<file path="config.mk">
export PLATFORM = sky130hd
export DESIGN_NAME = ram_delay_line
export DESIGN_NICKNAME = d
export VERILOG_FILES = /design/src/rtl/ram_dl_pkg.sv /design/src/rtl/rdl_ptr.sv /design/src/rtl/rdl_dpram.sv /design/src/rtl/rdl_fill.sv /design/src/rtl/ram_delay_line.sv
export SDC_FILE = /design/constraint.sdc
export NUM_CORES = 1
export LEC_CHECK = 0
export ABC_AREA = 1
export CAP_MARGIN = 25
export CELL_PAD_IN_SITES_DETAIL_PLACEMENT = 1
export CELL_PAD_IN_SITES_GLOBAL_PLACEMENT = 1
export CORE_MARGIN = 2
export CORE_UTILIZATION = 27
export CTS_BUF_LIST = sky130_fd_sc_hd__clkbuf_8
export DETAILED_ROUTE_END_ITERATION = 10
export DONT_BUFFER_PORTS = 1
export GPL_TIMING_DRIVEN = 0
export PLACE_DENSITY = 0.54
export SYNTH_ARGS = -nofsm -noshare
export SYNTH_HDL_FRONTEND = slang
export SYNTH_SLANG_ARGS = --single-unit
</file>
<file path="constraint.sdc">
create_clock -name clk_i -period 2.11 [get_ports clk_i]
set_input_delay 0.422 -clock clk_i [delete_from_list [all_inputs] [get_ports clk_i]]
set_output_delay 0.422 -clock clk_i [all_outputs]
set_load 0.01 [all_outputs]
</file>
<file path="src/rtl/ram_dl_pkg.sv">
package ram_dl_pkg;
  localparam int unsigned DATA_W_DEF = 8;
  localparam int unsigned DEPTH_DEF  = 16;

  function automatic int unsigned addr_bits(input int unsigned depth);
    return (depth > 1) ? $clog2(depth) : 1;
  endfunction
endpackage

</file>
<file path="src/rtl/rdl_ptr.sv">
module rdl_ptr #(
  parameter int unsigned ADDR_W  = 4,
  parameter int unsigned RST_VAL = 0
) (
  input  logic              clk_i,
  input  logic              rst_ni,
  input  logic              adv_i,
  output logic [ADDR_W-1:0] ptr_o
);
  always_ff @(posedge clk_i or negedge rst_ni) begin
    if (!rst_ni)    ptr_o <= ADDR_W'(RST_VAL);
    else if (adv_i) ptr_o <= ptr_o + 1'b1;  // natural wrap at 2**ADDR_W
  end

  assert_ptr_step_R4: assert property (@(posedge clk_i) disable iff (!rst_ni)
    adv_i |=> ptr_o == ADDR_W'($past(ptr_o) + 1'b1));
  assert_ptr_hold_R5: assert property (@(posedge clk_i) disable iff (!rst_ni)
    !adv_i |=> $stable(ptr_o));
endmodule

</file>
<file path="src/rtl/rdl_dpram.sv">
module rdl_dpram #(
  parameter int unsigned DATA_W = 8,
  parameter int unsigned DEPTH  = 16,
  localparam int unsigned ADDR_W = ram_dl_pkg::addr_bits(DEPTH)
) (
  input  logic              clk_i,
  input  logic              rst_ni,
  input  logic              we_i,
  input  logic [ADDR_W-1:0] wa_i,
  input  logic [DATA_W-1:0] wd_i,
  input  logic              re_i,
  input  logic [ADDR_W-1:0] ra_i,
  output logic [DATA_W-1:0] rd_o
);
  logic [DATA_W-1:0] mem_q [DEPTH];

  always_ff @(posedge clk_i) begin
    if (we_i) mem_q[wa_i] <= wd_i;
  end

  // registered read port; output register resets, array does not
  always_ff @(posedge clk_i or negedge rst_ni) begin
    if (!rst_ni)   rd_o <= '0;
    else if (re_i) rd_o <= mem_q[ra_i];
  end

  assert_no_collide_R3: assert property (@(posedge clk_i) disable iff (!rst_ni)
    (we_i && re_i) |-> wa_i != ra_i);
endmodule

</file>
<file path="src/rtl/rdl_fill.sv">
module rdl_fill #(
  parameter int unsigned DEPTH = 16,
  localparam int unsigned CNT_W = ram_dl_pkg::addr_bits(DEPTH) + 1
) (
  input  logic clk_i,
  input  logic rst_ni,
  input  logic shift_i,
  output logic valid_o
);
  logic [CNT_W-1:0] cnt_q;

  always_ff @(posedge clk_i or negedge rst_ni) begin
    if (!rst_ni)                                cnt_q <= '0;
    else if (shift_i && cnt_q != CNT_W'(DEPTH)) cnt_q <= cnt_q + 1'b1;
  end

  assign valid_o = (cnt_q == CNT_W'(DEPTH));

  assert_valid_sticky_R6: assert property (@(posedge clk_i) disable iff (!rst_ni)
    valid_o |=> valid_o);
  assert_valid_on_shift_R6: assert property (@(posedge clk_i) disable iff (!rst_ni)
    !valid_o && !shift_i |=> !valid_o);
  assert_cnt_bound_R6: assert property (@(posedge clk_i) disable iff (!rst_ni)
    cnt_q <= CNT_W'(DEPTH));
endmodule

</file>
<file path="src/rtl/ram_delay_line.sv">
module ram_delay_line #(
  parameter int unsigned DATA_W = ram_dl_pkg::DATA_W_DEF,
  parameter int unsigned DEPTH  = ram_dl_pkg::DEPTH_DEF
) (
  input  logic              clk_i,
  input  logic              rst_ni,
  input  logic              shift_i,
  input  logic [DATA_W-1:0] din_i,
  output logic [DATA_W-1:0] dout_o,
  output logic              valid_o
);
  localparam int unsigned ADDR_W = ram_dl_pkg::addr_bits(DEPTH);

  logic [ADDR_W-1:0] rd_ptr, wr_ptr, ptr_gap;

  rdl_ptr #(.ADDR_W(ADDR_W), .RST_VAL(0)) u_rd_ptr (
    .clk_i(clk_i), .rst_ni(rst_ni), .adv_i(shift_i), .ptr_o(rd_ptr)
  );

  rdl_ptr #(.ADDR_W(ADDR_W), .RST_VAL(DEPTH - 1)) u_wr_ptr (
    .clk_i(clk_i), .rst_ni(rst_ni), .adv_i(shift_i), .ptr_o(wr_ptr)
  );

  rdl_dpram #(.DATA_W(DATA_W), .DEPTH(DEPTH)) u_mem (
    .clk_i(clk_i), .rst_ni(rst_ni),
    .we_i(shift_i), .wa_i(wr_ptr), .wd_i(din_i),
    .re_i(shift_i), .ra_i(rd_ptr), .rd_o(dout_o)
  );

  rdl_fill #(.DEPTH(DEPTH)) u_fill (
    .clk_i(clk_i), .rst_ni(rst_ni), .shift_i(shift_i), .valid_o(valid_o)
  );

  assign ptr_gap = rd_ptr - wr_ptr;

  assert_ptr_offset_R3: assert property (@(posedge clk_i) disable iff (!rst_ni)
    ptr_gap == ADDR_W'(1));
  assert_dout_hold_R5: assert property (@(posedge clk_i) disable iff (!rst_ni)
    !shift_i |=> $stable(dout_o) && $stable(valid_o));
  assert_no_data_early_R1: assert property (@(posedge clk_i) disable iff (!rst_ni)
    !valid_o |-> ptr_gap == ADDR_W'(1));
endmodule

</file>
==> flow_metrics.py <==
metrics = {
    "die": {
        "chipWidth_um": 154.6,
        "die_area_sq_um": 23890,
        "initial_utilization": 0.2728,
        "fp.coreArea_sq_um": 22430,
        "rows": 55,
        "ios": 20,
        "die_y_um": 154.6,
    },
    "pwr": {
        "total_leakage_power_nw": 2.610,
        "p_per_area_nw_per_um2": 1366,
        "pwr-share-seq": 0.419,
        "irDropWorstVdd_mv": 0.3732,
        "p_sw_frac": 0.3854,
        "p_int_w": 0.005774,
        "pwr-share-clk": 0.230,
        "p_sw_w": 0.003621,
        "p_comb_frac": 0.352,
    },
    "cells_and_area": {
        "fin_nets": 573,
        "final_util": 0.3066,
        "diodes": 0,
        "drive_gt1_frac": 0.09364,
        "syn_to_final_growth_pct": 12.39,
    },
    "detailed_routing": {
        "first_pass_iters": 4,
        "wl_per_cell_um": 19.41,
        "antenna_left": 0,
        "vias_per_cell": 4.610,
        "drc": 0,
        "wirelength_mm": 16.51,
        "vias": 3923,
        "initialDrtViolationCount": 206,
    },
    "global_routing": {
        "grt_pass1_wl_mm": 25.41,
        "grt.overflow.total": 0,
        "grt_pass1_vias": 4272,
        "grt_max_degree": 22,
        "grt.total_usage": 0.1458,
        "antenna_found_initial": 0,
    },
    "critical_path": {
        "cpMaxStageDelayCell": "nor2_1",
        "rr_worst_depth": 3,
        "cp_max_fo": 8,
        "worstReg2RegEnd": "u_mem.mem_q[14][1]",
        "crit_chain": "ha_1 -> nand2_1 -> nor2_1",
        "end_kind": "flop",
        "crit_type": "reg2reg",
        "start_kind": "flop",
        "crit_path_start": "u_wr_ptr.ptr_o[1]",
        "required_ns": 2.18,
        "crit_path_end": "u_mem.mem_q[14][1]",
        "r2r_slack_ns": 0.08,
        "arrival_ns": 2.11,
        "cpPeakStageDelay_ns": 0.71,
        "r2r-start": "u_wr_ptr.ptr_o[1]",
    },
    "clocking": {
        "cts_max_level": 4,
        "cts_tree": "yes",
        "ctsResizeCount": 0,
        "numCtsBuffers": 17,
        "max-clock-path-buffers": 2,
        "numClockSinks": 149,
        "path_clk_slew_ns": 0.08,
        "clkLatencyLatePin_ns": 0.44,
        "ctsRootBufferMaster": "clkbuf_8",
    },
    "sta": {
        "rsz0062_at_grt": "no",
        "relSlewSlack": 0.4643,
        "worstMarginPinSlew_ns": 0.8006,
        "drv_slew": 0,
        "clock.fmax_mhz": 491.8,
        "layout_min_cycle_time_ns": 2.033,
        "setup_violations": 0,
        "clock_skew_ns": 0.01325,
        "finalCritPeriodShare": 0.9636,
        "final-hold-violation-count": 0,
        "setup-tns-final_ns": 0,
    },
    "synthesis": {
        "async_reset_ff_frac": 0.1409,
        "ys_types": 20,
        "syn_area_sq_um": 6121,
        "synthCells": 534,
        "synth_seq_cells": 149,
        "syn_nets": 552,
        "synthFlopType": "edfxtp_1",
        "ys_warn_count": 0,
        "synth_edf_count": 128,
        "synth.avg_cell_area_sq_um": 11.46,
        "ys_seq_area_frac": 0.7146,
    },
    "min_path": {
        "hp-class": "in2reg",
        "min_path_cells": 0,
        "hold_start": "din_i[0]",
    },
    "placement": {
        "dp.final_hpwl_mm": 11.53,
        "place_congestion": 0.8082,
        "port_buffers": 0,
    },
    "run_status": {
        "outcome": "finished clean",
    },
    "flow_run": {
        "maxCapViolations": 0,
    },
}
[flip-flops by register name, indices dropped and copies added (netlist names)]
| register | flops |
|---|---|
| u_mem.mem_q | 128 |
| u_fill.cnt_q | 5 |
| u_rd_ptr.ptr_o | 4 |
| u_mem.rd_o | 8 |
| u_wr_ptr.ptr_o | 4 |
[worst min path at each step]
stage               slack [ns]            endpoint
detailed placement        0.13       u_mem.rd_o[3]
global route              0.03  u_mem.mem_q[10][7]
global placement          0.13       u_mem.rd_o[4]
finish                    0.06  u_mem.mem_q[10][0]
floorplan                 0.13     u_fill.cnt_q[0]
CTS                       0.04  u_mem.mem_q[10][7]
[critical path: cells and delay by family (launching register included)]
family | cells | cell delay (ns)
flip-flops | 1 | 0.56
AND/OR/NAND/NOR | 2 | 0.95
adder cells (fa/ha/maj) | 1 | 0.15
[power by group through the flow]
stage / registers (W) / logic [W] / clock network [W]
6_report: 0.00393 / 0.00330 / 0.00216
5_1_grt: 0.00398 / 0.00374 / 0.00231
4_1_cts: 0.00394 / 0.00337 / 0.00220
3_5_place_dp: 0.00400 / 0.00335 / 0
3_3_place_gp: 0.00398 / 0.00327 / 0
2_1_floorplan: 0.00393 / 0.00218 / 0
[layer usage]
metal	wire [um]	global-route usage
met3	515	0.03110
met2	8072	0.2434
met5	0	0
met1	7404	0.1820
met4	520	0.06614
[synthesized netlist by cell type (all sizes together), types with 2 or more instances]
library cell,instances,area [sq um]
inv,13,48.79
edfxtp,128,3844
clkbuf,3,11.26
buf,23,143.9
nand3,99,495.5
nand2,204,765.7
nor2,20,75.07
xor2,9,78.83
dfstp,4,105.1
o21ai,2,10.01
ha,7,87.58
dfrtp,17,425.4
nand4,2,12.51
[cell families after synthesis]
family | Yosys count | synth area share
and+or+nand+nor | 325 | 0.2204
adders and majority gates | 7 | 0.01431
DFF | 149 | 0.7146
AOI/OAI and AO/OA | 3 | 0.002452
buffers and inverters | 40 | 0.03393
xor gates and xnor gates | 10 | 0.01431
[area by class of cell]
cell class | instances | area, sq um
tap | 285 | 356.6
fill | 2480 | 15550
multi-input combinational | 345 | 1539
clock inverter | 13 | 142.6
timing repair buffer | 2 | 25.02
sequential | 149 | 4374
inverter | 14 | 52.55
buffer | 26 | 155.1
clock buffer | 17 | 234.0
[cell usage in the layout, fill, tap and decap left out, types with 2 or more instances in the layout]
| cell type | count |
|---|---|
| nand2_1 | 204 |
| inv_1 | 13 |
| buf_6 | 4 |
| xor2_1 | 9 |
| buf_2 | 16 |
| ha_1 | 7 |
| clkinvlp_4 | 2 |
| edfxtp_1 | 128 |
| clkbuf_1 | 3 |
| clkinv_1 | 5 |
| dfstp_2 | 4 |
| nand3_1 | 99 |
| buf_4 | 2 |
| clkinv_2 | 2 |
| nand4_1 | 2 |
| nor2_1 | 20 |
| clkbuf_8 | 17 |
| o21ai_0 | 2 |
| bufinv_16 | 3 |
| dfrtp_1 | 17 |
[stage by stage]
stage	cell area, sq um	std cells	total power, W	hold WS, ns	setup slack [ns]
after floorplan	6121	534	0.006105	0.1264	0.5389
after global placement	6477	819	0.007251	0.1268	0.09089
after detailed placement	6477	819	0.007349	0.1267	0.09164
after CTS	6864	850	0.009506	0.04008	0.07380
after global routing	6879	851	0.01002	0.03046	0.005717
final	6879	851	0.009395	0.06479	0.07685
[what timing repair did]
action	CTS	global route
hold endpoints to repair	21	0
hold buffers	1	0
endpoints found under the setup margin	0	0
buffers inserted	0	0
Power figures use the tool's default switching activity.
